$ cat src/rtl/flash_rww_pkg.sv
package flash_rww_pkg;

  typedef struct packed {
    logic esus;
    logic psus;
    logic ers;
    logic pgm;
    logic en;
  } fctl_t;

  typedef enum logic [1:0] {
    ACC_GRANT    = 2'd0,
    ACC_DISABLED = 2'd1,
    ACC_BUSY     = 2'd2,
    ACC_CONFLICT = 2'd3
  } acc_t;

  localparam int CTL_BITS   = 5;
  localparam int STICKY_BIT = 8;
  localparam int OFS_CTRL   = 0;
  localparam int OFS_STAT   = 4;

endpackage

$ cat src/rtl/rww_access_policy.sv
module rww_access_policy
  import flash_rww_pkg::*;
#(
  parameter int PART_N = 4,
  localparam int PART_W = (PART_N > 1) ? $clog2(PART_N) : 1
) (
  input  fctl_t             ctl,
  input  logic              hv_active,
  input  logic [PART_N-1:0] op_mask,
  input  logic [PART_W-1:0] part_idx,
  output acc_t              verdict
);

  logic op_running;
  logic in_suspend;
  logic part_hit;

  always_comb begin
    op_running = ctl.pgm | ctl.ers;
    in_suspend = (ctl.pgm & ctl.psus) | (ctl.ers & ctl.esus & ~ctl.pgm);
    part_hit   = op_mask[part_idx];
  end

  always_comb begin
    if (!ctl.en)           verdict = ACC_DISABLED;
    else if (!op_running)  verdict = ACC_GRANT;
    else if (in_suspend)   verdict = ACC_GRANT;
    else if (hv_active)    verdict = part_hit ? ACC_CONFLICT : ACC_GRANT;
    else                   verdict = ACC_BUSY;
  end

endmodule

$ cat src/rtl/rww_page_model.sv
module rww_page_model #(
  parameter int ADDR_W = 8,
  parameter int DATA_W = 128,
  parameter int WORD_W = 32,
  localparam int WORDS = DATA_W / WORD_W,
  localparam int PAD_W = WORD_W - 8 - ADDR_W
) (
  input  logic [ADDR_W-1:0] addr,
  output logic [DATA_W-1:0] page
);

  for (genvar k = 0; k < WORDS; k++) begin : g_word
    localparam logic [7:0] TAG = 8'(8'hA0 + k);
    if (PAD_W > 0) begin : g_pad
      assign page[k*WORD_W +: WORD_W] = {TAG, {PAD_W{1'b0}}, addr};
    end else begin : g_nopad
      assign page[k*WORD_W +: WORD_W] = {TAG, addr};
    end
  end

endmodule

$ cat src/rtl/rww_ctrl_regs.sv
module rww_ctrl_regs
  import flash_rww_pkg::*;
#(
  parameter int PART_N = 4,
  parameter int REG_AW = 4,
  parameter int REG_W  = 32
) (
  input  logic              clk,
  input  logic              rst_n,
  input  logic              wr_en,
  input  logic [REG_AW-1:0] addr,
  input  logic [REG_W-1:0]  wdata,
  input  logic              rwe_set,
  input  logic              hv_active,
  input  logic [PART_N-1:0] op_mask,
  output fctl_t             ctl,
  output logic              rwe,
  output logic [REG_W-1:0]  rdata
);

  localparam logic [REG_AW-1:0] A_CTRL = REG_AW'(OFS_CTRL);
  localparam logic [REG_AW-1:0] A_STAT = REG_AW'(OFS_STAT);

  logic hit_ctrl, hit_stat, wr_ctrl, w1c;

  assign hit_ctrl = (addr == A_CTRL);
  assign hit_stat = (addr == A_STAT);
  assign wr_ctrl  = wr_en & hit_ctrl;
  assign w1c      = wr_ctrl & wdata[STICKY_BIT];

  always_ff @(posedge clk or negedge rst_n) begin
    if (!rst_n) begin
      ctl <= '0;
    end else if (wr_ctrl) begin
      ctl <= fctl_t'(wdata[CTL_BITS-1:0]);
    end
  end

  always_ff @(posedge clk or negedge rst_n) begin
    if (!rst_n)       rwe <= 1'b0;
    else if (rwe_set) rwe <= 1'b1;
    else if (w1c)     rwe <= 1'b0;
  end

  always_comb begin
    rdata = '0;
    if (hit_ctrl) begin
      rdata[CTL_BITS-1:0] = ctl;
      rdata[STICKY_BIT]   = rwe;
    end else if (hit_stat) begin
      rdata[PART_N-1:0] = op_mask;
      rdata[PART_N]     = hv_active;
    end
  end

  p_sticky_hold_r9: assert property (@(posedge clk) disable iff (!rst_n)
    (rwe && !w1c) |=> rwe);
  p_set_wins_r9: assert property (@(posedge clk) disable iff (!rst_n)
    rwe_set |=> rwe);
  p_ctrl_stable_r10: assert property (@(posedge clk) disable iff (!rst_n)
    !wr_ctrl |=> $stable(ctl));

endmodule

$ cat src/rtl/flash_rww_gate.sv
module flash_rww_gate
  import flash_rww_pkg::*;
#(
  parameter int ADDR_W = 8,
  parameter int DATA_W = 128,
  parameter int PART_N = 4,
  parameter int REG_AW = 4,
  parameter int REG_W  = 32,
  localparam int PART_W = (PART_N > 1) ? $clog2(PART_N) : 1
) (
  input  logic              clk,
  input  logic              rst_n,
  input  logic              req_valid,
  output logic              req_ready,
  input  logic [ADDR_W-1:0] req_addr,
  output logic              rsp_valid,
  input  logic              rsp_ready,
  output logic [DATA_W-1:0] rsp_data,
  output logic              rsp_err,
  input  logic              hv_active,
  input  logic [PART_N-1:0] op_part_mask,
  input  logic              reg_wr_en,
  input  logic [REG_AW-1:0] reg_addr,
  input  logic [REG_W-1:0]  reg_wdata,
  output logic [REG_W-1:0]  reg_rdata
);

  fctl_t             ctl;
  logic              rwe;
  acc_t              verdict;
  logic [DATA_W-1:0] page;
  logic [PART_W-1:0] part_idx;
  logic              accept;
  logic              rwe_set;

  assign part_idx  = req_addr[ADDR_W-1 -: PART_W];
  assign req_ready = !rsp_valid || rsp_ready;
  assign accept    = req_valid && req_ready;
  assign rwe_set   = accept && (verdict == ACC_CONFLICT);

  rww_access_policy #(.PART_N(PART_N)) u_policy (
    .ctl       (ctl),
    .hv_active (hv_active),
    .op_mask   (op_part_mask),
    .part_idx  (part_idx),
    .verdict   (verdict)
  );

  rww_page_model #(.ADDR_W(ADDR_W), .DATA_W(DATA_W)) u_page (
    .addr (req_addr),
    .page (page)
  );

  rww_ctrl_regs #(.PART_N(PART_N), .REG_AW(REG_AW), .REG_W(REG_W)) u_regs (
    .clk       (clk),
    .rst_n     (rst_n),
    .wr_en     (reg_wr_en),
    .addr      (reg_addr),
    .wdata     (reg_wdata),
    .rwe_set   (rwe_set),
    .hv_active (hv_active),
    .op_mask   (op_part_mask),
    .ctl       (ctl),
    .rwe       (rwe),
    .rdata     (reg_rdata)
  );

  always_ff @(posedge clk or negedge rst_n) begin
    if (!rst_n) begin
      rsp_valid <= 1'b0;
      rsp_err   <= 1'b0;
      rsp_data  <= '0;
    end else if (accept) begin
      rsp_valid <= 1'b1;
      rsp_err   <= (verdict != ACC_GRANT);
      rsp_data  <= (verdict == ACC_GRANT) ? page : '0;
    end else if (rsp_ready) begin
      rsp_valid <= 1'b0;
    end
  end

  p_latency_r8: assert property (@(posedge clk) disable iff (!rst_n)
    accept |=> rsp_valid);
  p_hold_r8: assert property (@(posedge clk) disable iff (!rst_n)
    (rsp_valid && !rsp_ready) |=> (rsp_valid && $stable(rsp_data) && $stable(rsp_err)));
  p_stall_r8: assert property (@(posedge clk) disable iff (!rst_n)
    (rsp_valid && !rsp_ready) |-> !req_ready);
  p_err_zero_r5: assert property (@(posedge clk) disable iff (!rst_n)
    (rsp_valid && rsp_err) |-> (rsp_data == '0));
  p_conflict_err_r5: assert property (@(posedge clk) disable iff (!rst_n)
    rwe_set |=> rsp_err);

endmodule

$ cat config.mk
export PLATFORM = sky130hd
export DESIGN_NAME = flash_rww_gate
export DESIGN_NICKNAME = d
export VERILOG_FILES = /design/src/rtl/flash_rww_pkg.sv /design/src/rtl/rww_access_policy.sv /design/src/rtl/rww_page_model.sv /design/src/rtl/rww_ctrl_regs.sv /design/src/rtl/flash_rww_gate.sv
export SDC_FILE = /design/constraint.sdc
export NUM_CORES = 1
export LEC_CHECK = 0
export BUFFER_PORTS_ARGS = -buffer_cell sky130_fd_sc_hd__buf_2
export CAP_MARGIN = 15
export CORE_AREA = 2 2 85 87
export DETAILED_ROUTE_END_ITERATION = 7
export DIE_AREA = 0 0 87 89
export GPL_TIMING_DRIVEN = 0
export PLACE_DENSITY = 0.69
export SLEW_MARGIN = 20
export SYNTH_ARGS = -nofsm -noshare
export SYNTH_HDL_FRONTEND = slang
export SYNTH_SLANG_ARGS = --single-unit
$ cat constraint.sdc
create_clock -name clk -period 2.7 [get_ports clk]
set_input_delay 0.405 -clock clk [delete_from_list [all_inputs] [get_ports clk]]
set_output_delay 0.405 -clock clk [all_outputs]
set_load 0.05 [all_outputs]
[Yosys cells after proc, flatten, opt, wreduce, memory -nomap -nowiden]
Index checks and enable logic that the tools add are counted.
Storage, ports and cells
  flip-flop bits (word level): 136
  input bits: 54
  output and inout bits: 163
  logic and storage cells: 44
Cells by class
  magnitude comparators: 1
  equal/unequal tests: 2
  multiplexer cells: 15
  bitwise gates (word level): 8
  reduce and logical (&&, ||, !) cells: 9
Operator list (number)
  128-bit two-way mux: 1
  2-bit two-way mux: 5
  5-bit two-way mux: 2
  1-bit two-way mux: 6
  2-bit nonzero test: 3
  1-bit AND: 5
  4-bit by 3-bit equality test with 1-bit output (second input constant): 1
  4-bit logical NOT: 1
  2-bit by 3-bit < comparator with 1-bit output (second input constant): 1
  1-bit binary-select mux with 2-bit select: 1
  2-bit equality test (second input constant): 1
  1-bit logical AND: 2
  2-bit logical NOT: 1
  1-bit bitwise OR: 2
  1-bit logical NOT: 1
  1-bit logical OR: 1
  1-bit inverter: 1

[Depth between registers and ports, before layout]
  word-level depth: 10
  depth in mapped cells: 6
  mapped depth without buffers: 4

[Hierarchy]
Synthesis repeated with hierarchy kept, for this count alone.
Second synthesis, totals
  cell total of the unflattened synthesis: 775
  area total of the unflattened synthesis: 7519.7 um2
By module, submodules not included
  flash_rww_gate: times used 1, cells each 579, area an instance 5911.9 um2, seq. area each 3253.1 um2
  rww_page_model: times used 1, cells each 130, area an instance 968.4 um2, seq. area each 0.0 um2
  rww_ctrl_regs: times used 1, cells each 57, area an instance 566.8 um2, seq. area each 150.1 um2
  rww_access_policy: times used 1, cells each 9, area an instance 72.6 um2, seq. area each 0.0 um2

[Worst setup path before layout]
Ideal clock, no wire load.
  kind: input -> output
  from: input reg_addr[3]
  to: output reg_rdata[8]
  arrival: 2.068 ns
  data required time: 2.295 ns
  path slack: 0.227 ns
  cell stages on the path: 3
  path buffers: 1
  cells stage by stage: or3_4 -> buf_6 -> nor3b_1
Between the ends
  longest elaborated chain between the ends: 2
Ends and longest elaborated chain
  start, declared: line flash_rww_gate.sv:23  | input logic [REG_AW-1:0] reg_addr,
  4-bit logical NOT: line rww_ctrl_regs.sv:26  | assign hit_ctrl = (addr == A_CTRL);
  1-bit two-way mux: line rww_ctrl_regs.sv:47  | if (hit_ctrl) begin
  end, declared: line flash_rww_gate.sv:25  | output logic [REG_W-1:0] reg_rdata
Every way passes these cells.

[Final worst setup path]
Ends and elaborated chain as after synthesis.

==> summary.txt <==
Final layout
  – Diodes inserted: 0
  – Ratio of cells with drive above 1 in the final layout: 57.7%
  – Syn-to-layout area delta: 49.1%
  – Nets@finish: 464
  – Util after Layout: 42.9%

Power and ir drop
  – Total design power: 1960 µW
  – LEAKAGE: 0.00195 µW
  – Peak ir drop on the vdd network: 181 µV
  – Power Dens Cells: 678 nW/µm²

Timing
  – Setup TNS after final layout: 0 ps
  – Fin crit period: 2020 ps
  – Number of failing hold endpoints at the final stage: 0
  – Final worst setup slack: 678 ps
  – RSZ-0062 raised after global routing: no
  – Setup clock skew after layout: 0.953 ps
  – Maximum clock frequency: 495 MHz
  – Final critical-path share of the clock period: 74.9%
  – Pins Over Slew Limit: 0
  – Final setup violating endpoints: 0

Synthesis
  – Number of library cell types mapped by synthesis: 23
  – Most area-hungry cell type in the Yosys netlist: sky130_fd_sc_hd__buf_4
  – Flops & latches, synth: 17
  – Leading post-synthesis cells by cell area: sky130_fd_sc_hd__buf_4, sky130_fd_sc_hd__dfrtp_1, sky130_fd_sc_hd__mux2_4, sky130_fd_sc_hd__mux2i_1, sky130_fd_sc_hd__a22o_1
  – Count of yosys warnings during synthesis: 0
  – Post-synthesis instance area: 1930 µm²
  – Number of instances in the synthesized netlist: 217
  – Sequential cell area fraction in the yosys report: 22.0%
  – Fraction of post-synthesis cell area in the top cell type by area: between 50% and 60%
  – Synthesized area per cell: 8.91 µm²

Worst setup path
  – CP startpoint: reg_addr[3]
  – Critical path fanouts, max: 7
  – Crit path arrival time: 1620 ps
  – Worst Setup Start Kind: input pin
  – Required time at the endpoint of the critical path: 2300 ps
  – FF-to-FF Start: u_regs.ctl[1]
  – Category of the most critical setup path: input pin to primary output
  – Worst reg2reg endpoint: rsp_data[100]
  – Critical path destination: reg_rdata[8]
  – Worst setup slack for register-to-register paths: 1110 ps
  – Number of cells on the worst reg-to-reg path: 5
  – Capturing element type of the critical path: primary output

Die
  – Horizontal extent of the die: 87 µm
  – Die area: 7740 µm²
  – Number of top-level pins: 217
  – Starting density of the core: 28.8%
  – Vertical extent of the die: approximately 89 µm
  – Standard cell core area: 6720 µm²
  – Row count: 30

CTS
  – Clock sink count: 17
  – Clock-pin slew on the worst setup and hold paths: about 60 ps
  – Cts bufs inserted: 3
  – Number of H-tree levels: 1
  – Clock tree root driver cell: sky130_fd_sc_hd__clkbuf_8
  – CTS tree: built
  – Count of instances resized after the clock tree is built: 0
  – Max Root-Sink Buffers: 2
  – Clock latency reported for the late side of the worst-skew pair: approximately 250 ps
  – Post-CTS setup-driven buffer insertion count: 0
  – Hold Buf Count CTS: 0

Placed design
  – Detailed Place HPWL: 3740 µm
  – IO Port Bufs: 79
  – Post-placement worst setup slack: roughly 730 ps
  – Routability congestion estimate from global placement: 0.733

Routing
  – Post-detailed-route wirelength per cell: between 8 and 9 µm
  – Post-route DRC: 0
  – Post-detailed-route via-to-cell ratio: 3.24
  – Detailed Route Iter0 Violations: 23
  – DR vias: around 1,600
  – Detailed Routing Iterations Pass 1: 4
  – Post-route antenna net violation count: 0
  – Post-Route WL: approximately 4200 µm

Global route
  – First-pass GRT wire length: 5680 µm
  – Antenna violations before repair: 2
  – Number of global-route vias before repair: 1,305
  – Maximum number of pins on one net before global-route repair: 18
  – Gr ovfl total: 0
  – Total routing resource utilization after global routing: 9.15%

Min path
  – Class of the worst hold path: input pin to asynchronous set/reset pin

Run
  – Max-capacitance violation count: 0

Status
  – Result of the run: complete, no violations
-- through the flow --
step	cells	hold WS [ps]	instance area, µm²
2_1_floorplan	326	109	2340
3_3_place_gp	485	345	2840
3_5_place_dp	485	353	2840
4_1_cts	489	79.1	2880
5_1_grt	489	92.3	2880
6_report	489	64.9	2880
-- where the power goes --
group / internal (µW) / leakage, µW / switching, µW
Clock: 105 / 0.0000228 / 84.3
Combinational: 405 / 0.00171 / 992
Sequential: 308 / 0.000216 / 61.9
Total: 818 / 0.00195 / 1140
-- logic make-up after synthesis --
logic type / share of synthesized area (%)
AO/OA/AOI/OAI: 5.76
AND/OR/NAND/NOR: 5.31
flip-flops: 22.0
other: 0.194
buffers and inverters: 58.6
multiplexers: 8.09
-- worst min-delay path by stage --
stage | cells after the start | slack, ps | endpoint | startpoint
finish | 1 | 60 | rsp_err | rst_n
global route | 1 | 90 | rsp_data[99] | rst_n
CTS | 1 | 80 | rsp_data[99] | rst_n
detailed placement | 1 | 350 | rsp_data[99] | rst_n
global placement | 1 | 350 | rsp_data[99] | rst_n
floorplan | 0 | 110 | rsp_data[100] | rst_n
-- critical path, stage by stage --
cell and delay, ps:
sky130_fd_sc_hd__buf_2 90, sky130_fd_sc_hd__or3_4 370, sky130_fd_sc_hd__buf_6 140, sky130_fd_sc_hd__nor3b_1 280
sky130_fd_sc_hd__buf_2 320
-- cell usage in the layout, fill, tap and decap left out --
cell type	count
sky130_fd_sc_hd__a21o_1	1
sky130_fd_sc_hd__a21oi_1	3
sky130_fd_sc_hd__a22o_1	7
sky130_fd_sc_hd__and3_1	2
sky130_fd_sc_hd__buf_2	79
sky130_fd_sc_hd__buf_4	145
sky130_fd_sc_hd__buf_6	2
sky130_fd_sc_hd__clkbuf_1	4
sky130_fd_sc_hd__clkbuf_8	3
sky130_fd_sc_hd__conb_1	110
sky130_fd_sc_hd__dfrtp_1	17
sky130_fd_sc_hd__inv_1	3
sky130_fd_sc_hd__mux2_2	1
sky130_fd_sc_hd__mux2_4	5
sky130_fd_sc_hd__mux2i_1	7
sky130_fd_sc_hd__nand2_1	2
sky130_fd_sc_hd__nand2b_1	2
sky130_fd_sc_hd__nand3_1	1
sky130_fd_sc_hd__nor2_1	6
sky130_fd_sc_hd__nor3b_1	3
sky130_fd_sc_hd__o21ai_0	2
sky130_fd_sc_hd__o31a_1	1
sky130_fd_sc_hd__o41ai_1	1
sky130_fd_sc_hd__or3_4	1
sky130_fd_sc_hd__or3b_1	1
-- synth_stat cells --
master / n
sky130_fd_sc_hd__buf_4: 145
sky130_fd_sc_hd__dfrtp_1: 17
sky130_fd_sc_hd__a22o_1: 7
sky130_fd_sc_hd__mux2i_1: 7
sky130_fd_sc_hd__nor2_1: 6
sky130_fd_sc_hd__mux2_4: 5
sky130_fd_sc_hd__a21oi_1: 3
sky130_fd_sc_hd__clkbuf_1: 3
sky130_fd_sc_hd__inv_1: 3
sky130_fd_sc_hd__nor3b_1: 3
sky130_fd_sc_hd__and3_1: 2
sky130_fd_sc_hd__buf_6: 2
sky130_fd_sc_hd__nand2_1: 2
sky130_fd_sc_hd__nand2b_1: 2
sky130_fd_sc_hd__o21ai_0: 2
sky130_fd_sc_hd__a21o_1: 1
sky130_fd_sc_hd__conb_1: 1
sky130_fd_sc_hd__mux2_2: 1
sky130_fd_sc_hd__nand3_1: 1
sky130_fd_sc_hd__o31a_1: 1
sky130_fd_sc_hd__o41ai_1: 1
sky130_fd_sc_hd__or3_4: 1
sky130_fd_sc_hd__or3b_1: 1
-- routing by layer --
layer  wire length (µm)  global-route usage [%]  vias to the layer above  part of all wire [%]
met5                 21                       0                        -                  0.51
met4                 31                    2.56                        4                  0.75
met3                569                    3.69                        9                    14
met2               2130                    18.0                      115                    51
met1               1410                    8.72                      634                    34
li1                   -                       -                      821                     -
-- registers in the layout (all words and copies together) (netlist names) --
register,count
rsp_data,9
u_regs.ctl,5
rsp_err,1
rsp_valid,1
u_regs.rwe,1
-- layout make-up --
type / instances / area (µm²)
Buffer: 150 / 1120
Clock buffer: 4 / 45.0
Fill cell: 672 / 3840
Inverter: 3 / 11.3
Multi-Input combinational cell: 156 / 783
Sequential cell: 17 / 425
Tap cell: 80 / 100
Timing Repair Buffer: 79 / 395
Note: power is estimated with default switching activity, not from simulation.
